## config.mk

```make
export PLATFORM = sky130hd
export DESIGN_NAME = spacer_alt_incr
export DESIGN_NICKNAME = d
export VERILOG_FILES = /design/src/rtl/sa_pkg.sv /design/src/rtl/sa_neg_gate.sv /design/src/rtl/sa_adder_stage.sv /design/src/rtl/sa_ripple_chain.sv /design/src/rtl/sa_rail_reg.sv /design/src/rtl/spacer_alt_incr.sv
export SDC_FILE = /design/constraint.sdc
export NUM_CORES = 1
export LEC_CHECK = 0
export BUFFER_PORTS_ARGS = -buffer_cell sky130_fd_sc_hd__buf_2
export CORE_AREA = 2 2 56 58
export CTS_BUF_LIST = sky130_fd_sc_hd__clkbuf_8
export CTS_CLUSTER_DIAMETER = 100
export DETAILED_ROUTE_END_ITERATION = 8
export DIE_AREA = 0 0 58 60
export GPL_TIMING_DRIVEN = 0
export PLACE_DENSITY = 0.74
export SETUP_SLACK_MARGIN = 0.4
export SLEW_MARGIN = 10
export SYNTH_ARGS = -nofsm -noshare
export SYNTH_HDL_FRONTEND = slang
export SYNTH_HIERARCHICAL = 1
export SYNTH_SLANG_ARGS = --single-unit
```

## constraint.sdc

```tcl
create_clock -name clk -period 3.5 [get_ports clk]
set_clock_uncertainty 0.1 [all_clocks]
set_input_delay 0.7 -clock clk [delete_from_list [all_inputs] [get_ports clk]]
set_output_delay 0.7 -clock clk [all_outputs]
set_load 0.02 [all_outputs]
```

## src/rtl/sa_pkg.sv

```systemverilog
package sa_pkg;

    // One dual-rail bit: t is the true rail, f the false rail.
    typedef struct packed {
        logic t;
        logic f;
    } rail_t;

    typedef enum logic [1:0] {
        OP_AND,
        OP_OR,
        OP_XOR
    } gate_op_e;

    localparam rail_t SP_LO = rail_t'{t: 1'b0, f: 1'b0};
    localparam rail_t SP_HI = rail_t'{t: 1'b1, f: 1'b1};

    function automatic rail_t enc(input logic v);
        return rail_t'{t: v, f: ~v};
    endfunction

    // Spacer seen on a net that leaves a gate at the given depth.
    function automatic rail_t spacer_at(input int depth);
        return ((depth % 2) == 0) ? SP_LO : SP_HI;
    endfunction

    // Logical NOT in dual-rail: exchange the wires, no gate needed.
    function automatic rail_t rail_swap(input rail_t r);
        return rail_t'{t: r.f, f: r.t};
    endfunction

    // Crossed inverter pair: flips spacer polarity, keeps code words.
    function automatic rail_t pol_flip(input rail_t r);
        return rail_t'{t: ~r.f, f: ~r.t};
    endfunction

    function automatic rail_t pos_and(input rail_t a, input rail_t b);
        return rail_t'{t: a.t & b.t, f: a.f | b.f};
    endfunction

    function automatic rail_t pos_or(input rail_t a, input rail_t b);
        return rail_t'{t: a.t | b.t, f: a.f & b.f};
    endfunction

    function automatic rail_t pos_eval(input gate_op_e op, input rail_t a, input rail_t b);
        case (op)
            OP_AND:  return pos_and(a, b);
            OP_OR:   return pos_or(a, b);
            default: return pos_or(pos_and(a, rail_swap(b)), pos_and(rail_swap(a), b));
        endcase
    endfunction

    // Negative form: invert both outputs of the positive gate, then swap them.
    function automatic rail_t neg_eval(input gate_op_e op, input rail_t a, input rail_t b);
        rail_t p;
        p = pos_eval(op, a, b);
        return rail_t'{t: ~p.f, f: ~p.t};
    endfunction

    function automatic int max2(input int a, input int b);
        return (a > b) ? a : b;
    endfunction

    // Depth of the carry entering a stage (stage 0 takes a register-level carry).
    function automatic int carry_depth(input int stage);
        int d;
        d = 0;
        for (int k = 0; k < stage; k++) begin
            d = max2(1, d) + 2;
        end
        return d;
    endfunction

    function automatic int sum_depth(input int stage);
        return max2(1, carry_depth(stage)) + 1;
    endfunction

endpackage

```

## src/rtl/sa_neg_gate.sv

```systemverilog
module sa_neg_gate
    import sa_pkg::*;
#(
    parameter gate_op_e OP      = OP_AND,
    parameter int       DEPTH   = 1,
    parameter int       A_DEPTH = 0,
    parameter int       B_DEPTH = 0
) (
    input  rail_t a,
    input  rail_t b,
    output rail_t y
);
    rail_t a_al;
    rail_t b_al;

    // An even depth gap means the driver's spacer matches this gate's
    // output spacer, not its input spacer: flip polarity on that wire.
    if (((DEPTH - A_DEPTH) % 2) == 0) begin : g_a_flip
        assign a_al = pol_flip(a);
    end else begin : g_a_pass
        assign a_al = a;
    end

    if (((DEPTH - B_DEPTH) % 2) == 0) begin : g_b_flip
        assign b_al = pol_flip(b);
    end else begin : g_b_pass
        assign b_al = b;
    end

    assign y = neg_eval(OP, a_al, b_al);

endmodule

```

## src/rtl/sa_adder_stage.sv

```systemverilog
module sa_adder_stage
    import sa_pkg::*;
#(
    parameter int CI_DEPTH = 0
) (
    input  rail_t a,
    input  rail_t b,
    input  rail_t ci,
    output rail_t s,
    output rail_t co
);
    localparam int X_D  = 1;
    localparam int M_D  = max2(X_D, CI_DEPTH) + 1;
    localparam int CO_D = M_D + 1;

    rail_t x_r;
    rail_t g_r;
    rail_t p_r;
    rail_t s_raw;

    sa_neg_gate #(.OP(OP_XOR), .DEPTH(X_D), .A_DEPTH(0), .B_DEPTH(0)) u_x (
        .a(a), .b(b), .y(x_r)
    );

    sa_neg_gate #(.OP(OP_AND), .DEPTH(X_D), .A_DEPTH(0), .B_DEPTH(0)) u_g (
        .a(a), .b(b), .y(g_r)
    );

    sa_neg_gate #(.OP(OP_XOR), .DEPTH(M_D), .A_DEPTH(X_D), .B_DEPTH(CI_DEPTH)) u_s (
        .a(x_r), .b(ci), .y(s_raw)
    );

    sa_neg_gate #(.OP(OP_AND), .DEPTH(M_D), .A_DEPTH(X_D), .B_DEPTH(CI_DEPTH)) u_p (
        .a(x_r), .b(ci), .y(p_r)
    );

    sa_neg_gate #(.OP(OP_OR), .DEPTH(CO_D), .A_DEPTH(X_D), .B_DEPTH(M_D)) u_co (
        .a(g_r), .b(p_r), .y(co)
    );

    // Sum leaves the datapath: restore the all-zero spacer if needed.
    if ((M_D % 2) != 0) begin : g_s_flip
        assign s = pol_flip(s_raw);
    end else begin : g_s_pass
        assign s = s_raw;
    end

endmodule

```

## src/rtl/sa_ripple_chain.sv

```systemverilog
module sa_ripple_chain
    import sa_pkg::*;
#(
    parameter int W = 8
) (
    input  rail_t [W-1:0] a,
    input  rail_t [W-1:0] b,
    input  rail_t         ci,
    output rail_t [W-1:0] s,
    output rail_t         co
);
    rail_t [W:0] c;

    assign c[0] = ci;

    for (genvar i = 0; i < W; i++) begin : g_stage
        sa_adder_stage #(.CI_DEPTH(carry_depth(i))) u_fa (
            .a (a[i]),
            .b (b[i]),
            .ci(c[i]),
            .s (s[i]),
            .co(c[i+1])
        );
    end

    assign co = c[W];

endmodule

```

## src/rtl/sa_rail_reg.sv

```systemverilog
module sa_rail_reg
    import sa_pkg::*;
#(
    parameter int           W    = 8,
    parameter logic [W-1:0] INIT = 8'hFC
) (
    input  logic          clk,
    input  logic          rst,
    input  rail_t [W-1:0] d,
    output rail_t [W-1:0] q,
    output logic          code_phase,
    output logic [W-1:0]  mirror
);
    rail_t [W-1:0] store;

    always_ff @(posedge clk) begin
        if (rst) begin
            code_phase <= 1'b0;
            for (int i = 0; i < W; i++) begin
                store[i] <= enc(INIT[i]);
            end
        end else begin
            code_phase <= ~code_phase;
            if (code_phase) begin
                store <= d;
            end
        end
    end

    for (genvar i = 0; i < W; i++) begin : g_out
        assign q[i]      = code_phase ? store[i] : SP_LO;
        assign mirror[i] = store[i].t;
    end

endmodule

```

## src/rtl/spacer_alt_incr.sv

```systemverilog
module spacer_alt_incr
    import sa_pkg::*;
#(
    parameter int           W    = 8,
    parameter logic [W-1:0] INIT = 8'hFC,
    parameter logic [W-1:0] STEP = 8'h01
) (
    input  logic         clk,
    input  logic         rst,
    output logic [W-1:0] cnt_t,
    output logic [W-1:0] cnt_f,
    output logic [W-1:0] cnt_mirror
);
    rail_t [W-1:0] reg_q;
    rail_t [W-1:0] addend;
    rail_t [W-1:0] sum_rails;
    rail_t         carry_in;
    rail_t         carry_out;
    logic          code_phase;

    sa_rail_reg #(.W(W), .INIT(INIT)) u_reg (
        .clk       (clk),
        .rst       (rst),
        .d         (sum_rails),
        .q         (reg_q),
        .code_phase(code_phase),
        .mirror    (cnt_mirror)
    );

    // Constant operands follow the same spacer/code rhythm as the register.
    for (genvar i = 0; i < W; i++) begin : g_addend
        assign addend[i] = code_phase ? enc(STEP[i]) : SP_LO;
        assign cnt_t[i]  = reg_q[i].t;
        assign cnt_f[i]  = reg_q[i].f;
    end

    assign carry_in = code_phase ? enc(1'b0) : SP_LO;

    sa_ripple_chain #(.W(W)) u_chain (
        .a (reg_q),
        .b (addend),
        .ci(carry_in),
        .s (sum_rails),
        .co(carry_out)
    );

endmodule

```

==> results of run 1 <==
sequential cells by signal, indices dropped and copies added (netlist names):
| signal | count |
|---|---|
| u_reg/mirror | 8 |
| u_reg/store | 8 |
| u_reg/code_phase | 1 |
per-layer routing:
metal	wire length, µm	track usage, %	vias to the layer above	part of all wire, %
met3	73	1.95	2	2.6
met1	1330	20.7	536	47
met5	0	0	-	0
li1	-	-	648	-
met2	1390	30.0	16	49
met4	17	5.32	0	0.60
layout make-up:
type | count | area (µm²)
well taps | 33 | 41.3
fillers | 278 | 1150
plain buffers | 14 | 116
clock inverters | 1 | 3.75
flip-flops and latches | 17 | 344
multi-input cells | 148 | 1010
inverters | 2 | 7.51
repair buffers | 32 | 184
clock buffers | 3 | 41.3
through the flow:
stage	std cells	total power, µW	util, %	setup WS (ns)
floorplan	181	345	-	0.449
global placement	238	374	55.8	0.0617
detailed placement	238	376	55.8	0.0456
CTS	245	525	58.6	0.414
global route	250	559	60.3	0.310
finish	250	532	60.3	0.540
where the power goes:
group          total, µW  switching, µW  internal, µW
registers            211           6.69           204
logic                176           95.8          80.7
clock network        145           67.2          77.7
total                532            170           362
cell usage in the layout, fill, tap and decap left out:
cell type and n:
nand2_1 13, nor2_2 2, nor2b_1 5, buf_6 2, inv_1 3, and2_1 14, o22ai_1 14, mux2i_1 8
conb_1 25, dfxtp_4 1, o22ai_2 2, a211o_1 8, buf_12 1, nor2_1 20, clkbuf_8 3, and2b_1 3
nand2b_1 8, buf_4 16, clkbuf_4 1, and2_4 1, buf_2 26, a22oi_2 16, nor2b_4 8, dfxtp_1 16
and2_2 1
worst max-delay path by stage:
stage                                      from                      endpoint  slack [ns]  cells after the start
floorplan           u_reg/code_phase$_SDFF_PP0_  u_reg/store[14]$_SDFFE_PP0P_        0.45                     19
global placement    u_reg/code_phase$_SDFF_PP0_  u_reg/store[14]$_SDFFE_PP0P_        0.06                     19
detailed placement  u_reg/code_phase$_SDFF_PP0_  u_reg/store[14]$_SDFFE_PP0P_        0.05                     19
CTS                 u_reg/code_phase$_SDFF_PP0_  u_reg/mirror[7]$_SDFFE_PP1P_        0.41                     20
global route        u_reg/code_phase$_SDFF_PP0_  u_reg/mirror[7]$_SDFFE_PP1P_        0.31                     20
finish              u_reg/code_phase$_SDFF_PP0_  u_reg/mirror[7]$_SDFFE_PP1P_        0.54                     20
worst reg2reg max path, cell delays in order, from the launching register on:
cell      delay (ns)
dfxtp_4         0.37
buf_6           0.15
buf_4           0.17
and2_4          0.16
o22ai_2         0.16
nand2b_1        0.07
nand2b_1        0.12
nand2_1         0.08
nand2b_1        0.14
nand2_1         0.08
nand2b_1        0.12
nand2_1         0.07
nand2b_1        0.12
nand2_1         0.07
nand2b_1        0.13
nand2_1         0.07
nand2b_1        0.12
nand2_1         0.07
nand2b_1        0.11
o22ai_1         0.09
a211o_1         0.30
what timing repair did:
item	in CTS	in global routing
buffers inserted	3	5
pin swaps	1	1
setup endpoints to repair	4	3
resized for setup	3	6
==> results.sh, run 1 <==
export IMPL_worstHoldStart="u_reg/store[10]$_SDFFE_PP0P_"
export IMPL_worstSkewPairLatency_ns=0.25
export IMPL_viasPerCell=4.81
export IMPL_hp_class="reg2reg"
export IMPL_root_buffer="clkbuf_8"
export IMPL_cts_buffers=3
export IMPL_fin_nets=220
export IMPL_endpoint_kind="flop"
export IMPL_min_path_cells=2
export IMPL_drive_above_1_share_pct=36.9
export IMPL_layout_min_cycle_time_ns=2.96
export IMPL_hold_end="u_reg/store[10]$_SDFFE_PP0P_"
export IMPL_clk_pin_slew_ns=0.07
export IMPL_cts_tree="done"
export IMPL_drv_cap=0
export IMPL_clock_sinks=17
export IMPL_clk_path_buf_depth=2
export IMPL_first_global_vias=1064
export IMPL_cts_hold_buf=0
export IMPL_rsz0062_at_grt="true"
export IMPL_io_pins=26
export IMPL_criticalPathCategory="reg2reg"
export IMPL_dp_hpwl_um=2000
export IMPL_wl_um=2820
export IMPL_start_util_pct=47.0
export IMPL_grtUsageTotal_pct=16.7
export IMPL_synth_area_um2=1360
export IMPL_diodes=0
export IMPL_first_iter_violations=27
export IMPL_reg2reg_slack_ns=0.54
export IMPL_critPathMaxStageDelay_ns=0.37
export IMPL_rr_startpoint="u_reg/code_phase$_SDFF_PP0_"
export IMPL_hold_slack_ns=0.393
export IMPL_setup_viol=0
export IMPL_htreeDepth=1
export IMPL_fp_coreArea_um2=2900
export IMPL_grt_first_pass_wirelength_um=4530
export IMPL_final_antenna_net_count=0
export IMPL_worstPathArrival_ns=3.00
export IMPL_tns_ns=0
export IMPL_dieWidth_um=58
export IMPL_period_share_pct=84.6
export IMPL_power_leakage_uw=0.000834
export IMPL_critPathMaxFanout=10
export IMPL_status="finished, final reports clean"
export IMPL_crit_path_top_delay_cell="dfxtp_4"
export IMPL_critPathMostFrequentCell="nand2b_1"
export IMPL_antenna_found_initial=0
export IMPL_dieArea_um2=3480
export IMPL_hold_viol_final=0
export IMPL_worstPathCellList="buf_6 -> buf_4 -> and2_4 -> o22ai_2 -> nand2b_1 -> nand2b_1 -> nand2_1 -> nand2b_1 -> nand2_1 -> nand2b_1 -> nand2_1 -> nand2b_1 -> nand2_1 -> nand2b_1 -> nand2_1 -> nand2b_1 -> nand2_1 -> nand2b_1 -> o22ai_1 -> a211o_1"
export IMPL_fmax_mhz=338
export IMPL_grt_max_degree=16
export IMPL_syn_inst=157
export IMPL_power_density_nw_per_um2=304
export IMPL_postPlaceCellArea_um2=1620
export IMPL_rows=20
export IMPL_required_ns=3.54
export IMPL_die_h_um=60
export IMPL_avgSynthCellArea_um2=8.69
export IMPL_overflow=0
export IMPL_cp_start_kind="flop"
export IMPL_io_buffers=24
export IMPL_place_congestion=0.797
export IMPL_reg2reg_depth=20
export IMPL_path_delay_family="simple AND/OR/NAND/NOR gates"
export IMPL_drc=0
export IMPL_worstReg2RegEnd="u_reg/mirror[7]$_SDFFE_PP1P_"
export IMPL_maxSlewViolCount=0
export IMPL_first_pass_iters=5
export IMPL_cp_buffers_inverters=2
export IMPL_wl_per_cell_um=11.3
export IMPL_area_growth_pct=28.3
export IMPL_ir_drop_uv=218
export IMPL_final_cell_area_um2=1750
export IMPL_vias=1202
export IMPL_synth_warnings=6
Note: power is estimated with default switching activity, not from simulation.
==> inputs of run 2 (changes only) <==
Settings changed: PLACE_DENSITY 0.74 to 0.72.
Clock period 3.5 ns to 3.05 ns, I/O delays scaled along.
==> results.sh, run 2 (same netlist as run 1, synthesis figures left out) <==
export IMPL_io_buffers=24
export IMPL_die_h_um=60
export IMPL_dp_hpwl_um=2280
export IMPL_hp_class="reg2reg"
export IMPL_wl_per_cell_um=12.8
export IMPL_endpoint_kind="flop"
export IMPL_path_delay_family="simple AND/OR/NAND/NOR gates"
export IMPL_wl_um=3480
export IMPL_internal_power_uw=449
export IMPL_rows=20
export IMPL_htreeDepth=1
export IMPL_overflow=0
export IMPL_worstSkewPairLatency_ns=0.25
export IMPL_first_iter_violations=56
export IMPL_final_antenna_net_count=0
export IMPL_cts_tree="done"
export IMPL_register_area_um2=344
export IMPL_combPwrFrac_pct=38.0
export IMPL_critPathMaxStageDelay_ns=0.37
export IMPL_required_ns=3.09
export IMPL_fp_coreArea_um2=2900
export IMPL_place_congestion=0.795
export IMPL_tns_ns=0
export IMPL_crit_end="u_reg/mirror[7]$_SDFFE_PP1P_"
export IMPL_maxSlewViolCount=0
export IMPL_clk_path_buf_depth=2
export IMPL_hold_viol_final=0
export IMPL_n_fill_cell=244
export IMPL_criticalPathCategory="reg2reg"
export IMPL_grt_max_degree=16
export IMPL_reg2reg_slack_ns=0.32
export IMPL_final_common_cell="buf_4"
export IMPL_rr_startpoint="u_reg/code_phase$_SDFF_PP0_"
export IMPL_critPathMostFrequentCell="nand2b_1"
export IMPL_diodes=0
export IMPL_grtUsageTotal_pct=21.4
export IMPL_p_sw_uw=212
export IMPL_vias=1340
export IMPL_power_density_nw_per_um2=332
export IMPL_fmax_mhz=366
export IMPL_seqPwrFrac_pct=36.7
export IMPL_cp_buffers_inverters=2
export IMPL_area_growth_pct=45.8
export IMPL_dieArea_um2=3480
export IMPL_fin_nets=242
export IMPL_cp_start_kind="flop"
export IMPL_layout_min_cycle_time_ns=2.73
export IMPL_crit_path_top_delay_cell="dfxtp_4"
export IMPL_swShare_pct=32.1
export IMPL_multi_input_area_um2=1040
export IMPL_power_leakage_uw=0.000953
export IMPL_first_pass_iters=4
export IMPL_first_global_vias=1312
export IMPL_grt_first_pass_wirelength_um=5750
export IMPL_antenna_found_initial=0
export IMPL_reg2reg_depth=20
export IMPL_drc=0
export IMPL_dieWidth_um=58
export IMPL_drive_above_1_share_pct=45.2
export IMPL_root_buffer="clkbuf_8"
export IMPL_setup_viol=0
export IMPL_critPathMaxFanout=5
export IMPL_viasPerCell=4.93
export IMPL_drv_cap=0
export IMPL_stdcell_count=272
export IMPL_critPathLaunch="u_reg/code_phase$_SDFF_PP0_"
export IMPL_io_pins=26
export IMPL_dp_cells=238
export IMPL_layout_common_cells="29 x buf_4, 26 x buf_2, 25 x conb_1"
export IMPL_cts_buffers=3
export IMPL_p_clk_share_pct=25.3
export IMPL_status="finished, final reports clean"
export IMPL_period_share_pct=89.7
export IMPL_rsz0062_at_grt="true"
export IMPL_clock_sinks=17
export IMPL_ir_drop_uv=270
export IMPL_worstPathCellList="buf_8 -> buf_8 -> and2_4 -> o22ai_4 -> nand2b_1 -> nand2b_1 -> nand2_1 -> nand2b_1 -> nand2_1 -> nand2b_1 -> nand2_1 -> nand2b_1 -> nand2_1 -> nand2b_1 -> nand2_1 -> nand2b_1 -> nand2_1 -> nand2b_1 -> o22ai_1 -> a211o_1"
export IMPL_start_util_pct=47.0
export IMPL_clk_pin_slew_ns=0.07
export IMPL_worstReg2RegEnd="u_reg/mirror[7]$_SDFFE_PP1P_"
export IMPL_worstPathArrival_ns=2.77
export IMPL_crit_cells=20
run 2: worst min path at each step:
stage / start / endpoint / slack (ns) / depth (start not counted)
2_1_floorplan: u_reg/store[14]$_SDFFE_PP0P_ / u_reg/store[14]$_SDFFE_PP0P_ / 0.35 / 2
3_3_place_gp: u_reg/store[10]$_SDFFE_PP0P_ / u_reg/store[10]$_SDFFE_PP0P_ / 0.37 / 2
3_5_place_dp: u_reg/store[10]$_SDFFE_PP0P_ / u_reg/store[10]$_SDFFE_PP0P_ / 0.37 / 2
4_1_cts: u_reg/store[10]$_SDFFE_PP0P_ / u_reg/store[10]$_SDFFE_PP0P_ / 0.39 / 2
5_1_grt: u_reg/store[4]$_SDFFE_PP0P_ / u_reg/store[4]$_SDFFE_PP0P_ / 0.43 / 2
6_report: u_reg/store[12]$_SDFFE_PP0P_ / u_reg/store[12]$_SDFFE_PP0P_ / 0.40 / 2
run 2: what timing repair did:
item | 4_1_cts | 5_1_grt
endpoints found under the setup margin | 6 | 8
hold buffers | 0 | 0
pin swaps | 2 | 6
resized for setup | 3 | 9
setup buffers | 24 | 6
run 2: through the flow:
stage | util (%) | instance area (µm²) | hold slack (ns) | power [µW] | setup WS, ns
5_1_grt | 68.5 | 1990 | 0.432 | 700 | 0.102
2_1_floorplan | - | 1510 | 0.352 | 405 | 0.232
4_1_cts | 65.8 | 1910 | 0.392 | 647 | 0.382
3_3_place_gp | 57.5 | 1670 | 0.367 | 437 | -0.0467
3_5_place_dp | 57.5 | 1670 | 0.374 | 443 | -0.126
6_report | 68.5 | 1990 | 0.399 | 661 | 0.315
run 2: final cells by class:
class / instances / area share, %
Timing Repair Buffer: 54 / 19.1
Tap cell: 33 / 2.08
Inverter: 2 / 0.378
Buffer: 14 / 6.73
Clock inverter: 1 / 0.189
Multi-Input combinational cell: 148 / 52.2
Sequential cell: 17 / 17.3
Clock buffer: 3 / 2.08
run 2: power by group through the flow:
stage | Clock, µW | Sequential (µW) | Combinational (µW)
after floorplan | 0 | 251 | 154
after global placement | 0 | 254 | 183
after detailed placement | 0 | 255 | 188
after CTS | 174 | 242 | 231
after global routing | 184 | 244 | 272
final | 167 | 243 | 251
run 2: per-layer routing:
metal	vias up	global-route usage, %	part of all wire, %
li1	687	-	-
met1	631	24.6	42
met2	18	40.3	54
met3	4	2.38	2.7
met4	0	8.31	1.5
met5	-	0	0
run 2: worst reg2reg max path, stage by stage, from the launching register on:
cell	delay, ns
dfxtp_4	0.37
buf_8	0.12
buf_8	0.11
and2_4	0.17
o22ai_4	0.15
nand2b_1	0.07
nand2b_1	0.10
nand2_1	0.06
nand2b_1	0.10
nand2_1	0.07
nand2b_1	0.13
nand2_1	0.08
nand2b_1	0.11
nand2_1	0.06
nand2b_1	0.12
nand2_1	0.06
nand2b_1	0.11
nand2_1	0.06
nand2b_1	0.11
o22ai_1	0.09
a211o_1	0.27
==> inputs of run 3 (changes only) <==
Settings changed: CORE_AREA 2 2 56 58 to 2 2 72 74, CTS_CLUSTER_DIAMETER 100 to default, DIE_AREA 0 0 58 60 to 0 0 74 76, PLACE_DENSITY 0.72 to 0.47.
==> results.sh, run 3 (same netlist as run 1, synthesis figures left out) <==
export IMPL_status="finished, final reports clean"
export IMPL_layout_min_cycle_time_ns=2.68
export IMPL_hold_end="u_reg/store[8]$_SDFFE_PP0P_"
export IMPL_reg2reg_depth=20
export IMPL_critPathMostFrequentCell="nand2b_1"
export IMPL_cts_tree="done"
export IMPL_root_buffer="clkbuf_8"
export IMPL_seqPwrFrac_pct=37.0
export IMPL_hold_viol_final=0
export IMPL_wl_per_cell_um=11.0
export IMPL_maxSlewViolCount=0
export IMPL_endpoint_kind="flop"
export IMPL_combPwrFrac_pct=36.5
export IMPL_critPathMaxFanout=5
export IMPL_internal_power_uw=443
export IMPL_utilization_pct=41.0
export IMPL_period_share_pct=87.8
export IMPL_path_delay_family="simple AND/OR/NAND/NOR gates"
export IMPL_antenna_found_initial=0
export IMPL_fin_nets=239
export IMPL_clk_pin_slew_ns=0.08
export IMPL_area_growth_pct=47.7
export IMPL_worstReg2RegEnd="u_reg/mirror[7]$_SDFFE_PP1P_"
export IMPL_required_ns=3.10
export IMPL_worstPathArrival_ns=2.73
export IMPL_first_global_vias=1252
export IMPL_p_clk_share_pct=26.5
export IMPL_power_leakage_uw=0.000940
export IMPL_fmax_mhz=374
export IMPL_drv_cap=0
export IMPL_dp_hpwl_um=2170
export IMPL_die_h_um=76
export IMPL_final_common_cell="buf_4"
export IMPL_worstHoldStart="u_reg/store[8]$_SDFFE_PP0P_"
export IMPL_first_pass_iters=2
export IMPL_rows=26
export IMPL_io_buffers=24
export IMPL_viasPerCell=4.22
export IMPL_htreeDepth=1
export IMPL_overflow=0
export IMPL_dieWidth_um=74
export IMPL_p_sw_uw=210
export IMPL_cts_buffers=3
export IMPL_wl_um=3370
export IMPL_grt_first_pass_wirelength_um=5610
export IMPL_drive_above_1_share_pct=44.9
export IMPL_swShare_pct=32.2
export IMPL_crit_path_top_delay_cell="dfxtp_4"
export IMPL_cp_start_kind="flop"
export IMPL_place_congestion=0.698
export IMPL_final_antenna_net_count=0
export IMPL_clock_sinks=17
export IMPL_start_util_pct=27.8
export IMPL_ir_drop_uv=120
export IMPL_drc=0
export IMPL_worstPathCellList="buf_12 -> buf_8 -> and2_4 -> o22ai_4 -> nand2b_1 -> nand2b_1 -> nand2_1 -> nand2b_1 -> nand2_1 -> nand2b_1 -> nand2_1 -> nand2b_1 -> nand2_1 -> nand2b_1 -> nand2_1 -> nand2b_1 -> nand2_1 -> nand2b_1 -> o22ai_1 -> a211o_1"
export IMPL_fp_coreArea_um2=4910
export IMPL_postPlaceCellArea_um2=1720
export IMPL_clk_path_buf_depth=2
export IMPL_critPathMaxStageDelay_ns=0.37
export IMPL_reg2reg_slack_ns=0.37
export IMPL_rr_startpoint="u_reg/code_phase$_SDFF_PP0_"
export IMPL_rsz0062_at_grt="true"
export IMPL_vias=1292
export IMPL_grt_max_degree=16
export IMPL_setup_viol=0
export IMPL_cp_buffers_inverters=2
export IMPL_io_pins=26
export IMPL_first_iter_violations=31
export IMPL_power_density_nw_per_um2=324
export IMPL_hp_class="reg2reg"
export IMPL_grtUsageTotal_pct=12.6
export IMPL_criticalPathCategory="reg2reg"
export IMPL_diodes=0
export IMPL_layout_common_cells="30 x buf_4, 26 x buf_2, 25 x conb_1"
export IMPL_worstSkewPairLatency_ns=0.26
export IMPL_min_path_cells=2
export IMPL_final_cell_area_um2=2010
export IMPL_dieArea_um2=5620
[run 3: changes by cell type in the layout (fill, tap and decap cells not counted), sizes merged]
cell / delta
buf: -3
inv: -1
clkinv: +1
[run 3: repair_timing]
| action | 4_1_cts | 5_1_grt |
|---|---|---|
| resized for setup | 6 | 3 |
| buffers inserted | 20 | 6 |
| hold buffers | 0 | 0 |
| pin swaps | 4 | 5 |
| endpoints found under the setup margin | 7 | 6 |
| cloned | 0 | 1 |
[run 3: area by class of cell]
cell class | instances | area, µm²
Clock inverter | 1 | 5.00
Tap cell | 70 | 87.6
Inverter | 2 | 7.51
Timing Repair Buffer | 51 | 342
Fill cell | 521 | 2900
Clock buffer | 3 | 41.3
Buffer | 14 | 150
Multi-Input combinational cell | 148 | 1040
Sequential cell | 17 | 344
[run 3: per-stage QoR]
step	setup WS (ns)	TNS [ns]	power, µW	cells	hold WS (ns)
after global placement	-0.122	-0.177	443	275	0.365
after CTS	0.326	0	648	299	0.394
after global routing	0.0768	0	692	306	0.429
final	0.373	0	653	306	0.388
after detailed placement	-0.138	-0.214	444	275	0.378
after floorplan	0.232	0	405	181	0.352
[run 3: per-layer routing]
| metal | share of wire, % | wire length [µm] | track usage, % | up-vias |
|---|---|---|---|---|
| li1 | - | - | - | 681 |
| met1 | 49 | 1650 | 16.3 | 594 |
| met2 | 49 | 1640 | 21.3 | 15 |
| met3 | 1.7 | 58 | 1.19 | 2 |
| met4 | 0.80 | 27 | 4.73 | 0 |
| met5 | 0 | 0 | 0 | - |
[run 3: how the worst max path moves through the flow]
stage / start / end / slack [ns] / cells after the start
4_1_cts: u_reg/code_phase$_SDFF_PP0_ / u_reg/mirror[7]$_SDFFE_PP1P_ / 0.33 / 19
2_1_floorplan: u_reg/code_phase$_SDFF_PP0_ / u_reg/mirror[7]$_SDFFE_PP1P_ / 0.23 / 20
3_3_place_gp: u_reg/code_phase$_SDFF_PP0_ / u_reg/mirror[7]$_SDFFE_PP1P_ / -0.12 / 20
5_1_grt: u_reg/code_phase$_SDFF_PP0_ / u_reg/mirror[7]$_SDFFE_PP1P_ / 0.08 / 20
6_report: u_reg/code_phase$_SDFF_PP0_ / u_reg/mirror[7]$_SDFFE_PP1P_ / 0.37 / 20
3_5_place_dp: u_reg/code_phase$_SDFF_PP0_ / u_reg/mirror[7]$_SDFFE_PP1P_ / -0.14 / 20
[run 3: tightest hold or removal path, delay by kind of cell (launching register included)]
family,cells,cell delay [ns]
muxes,1,0.06
DFF,1,0.32
and+or+nand+nor,1,0.07
[run 3: power groups by stage]
stage / registers, µW / clock network [µW] / logic (µW)
after floorplan: 251 / 0 / 154
after global placement: 256 / 0 / 188
final: 242 / 173 / 239
after detailed placement: 256 / 0 / 188
after global routing: 243 / 187 / 262
after CTS: 241 / 178 / 228
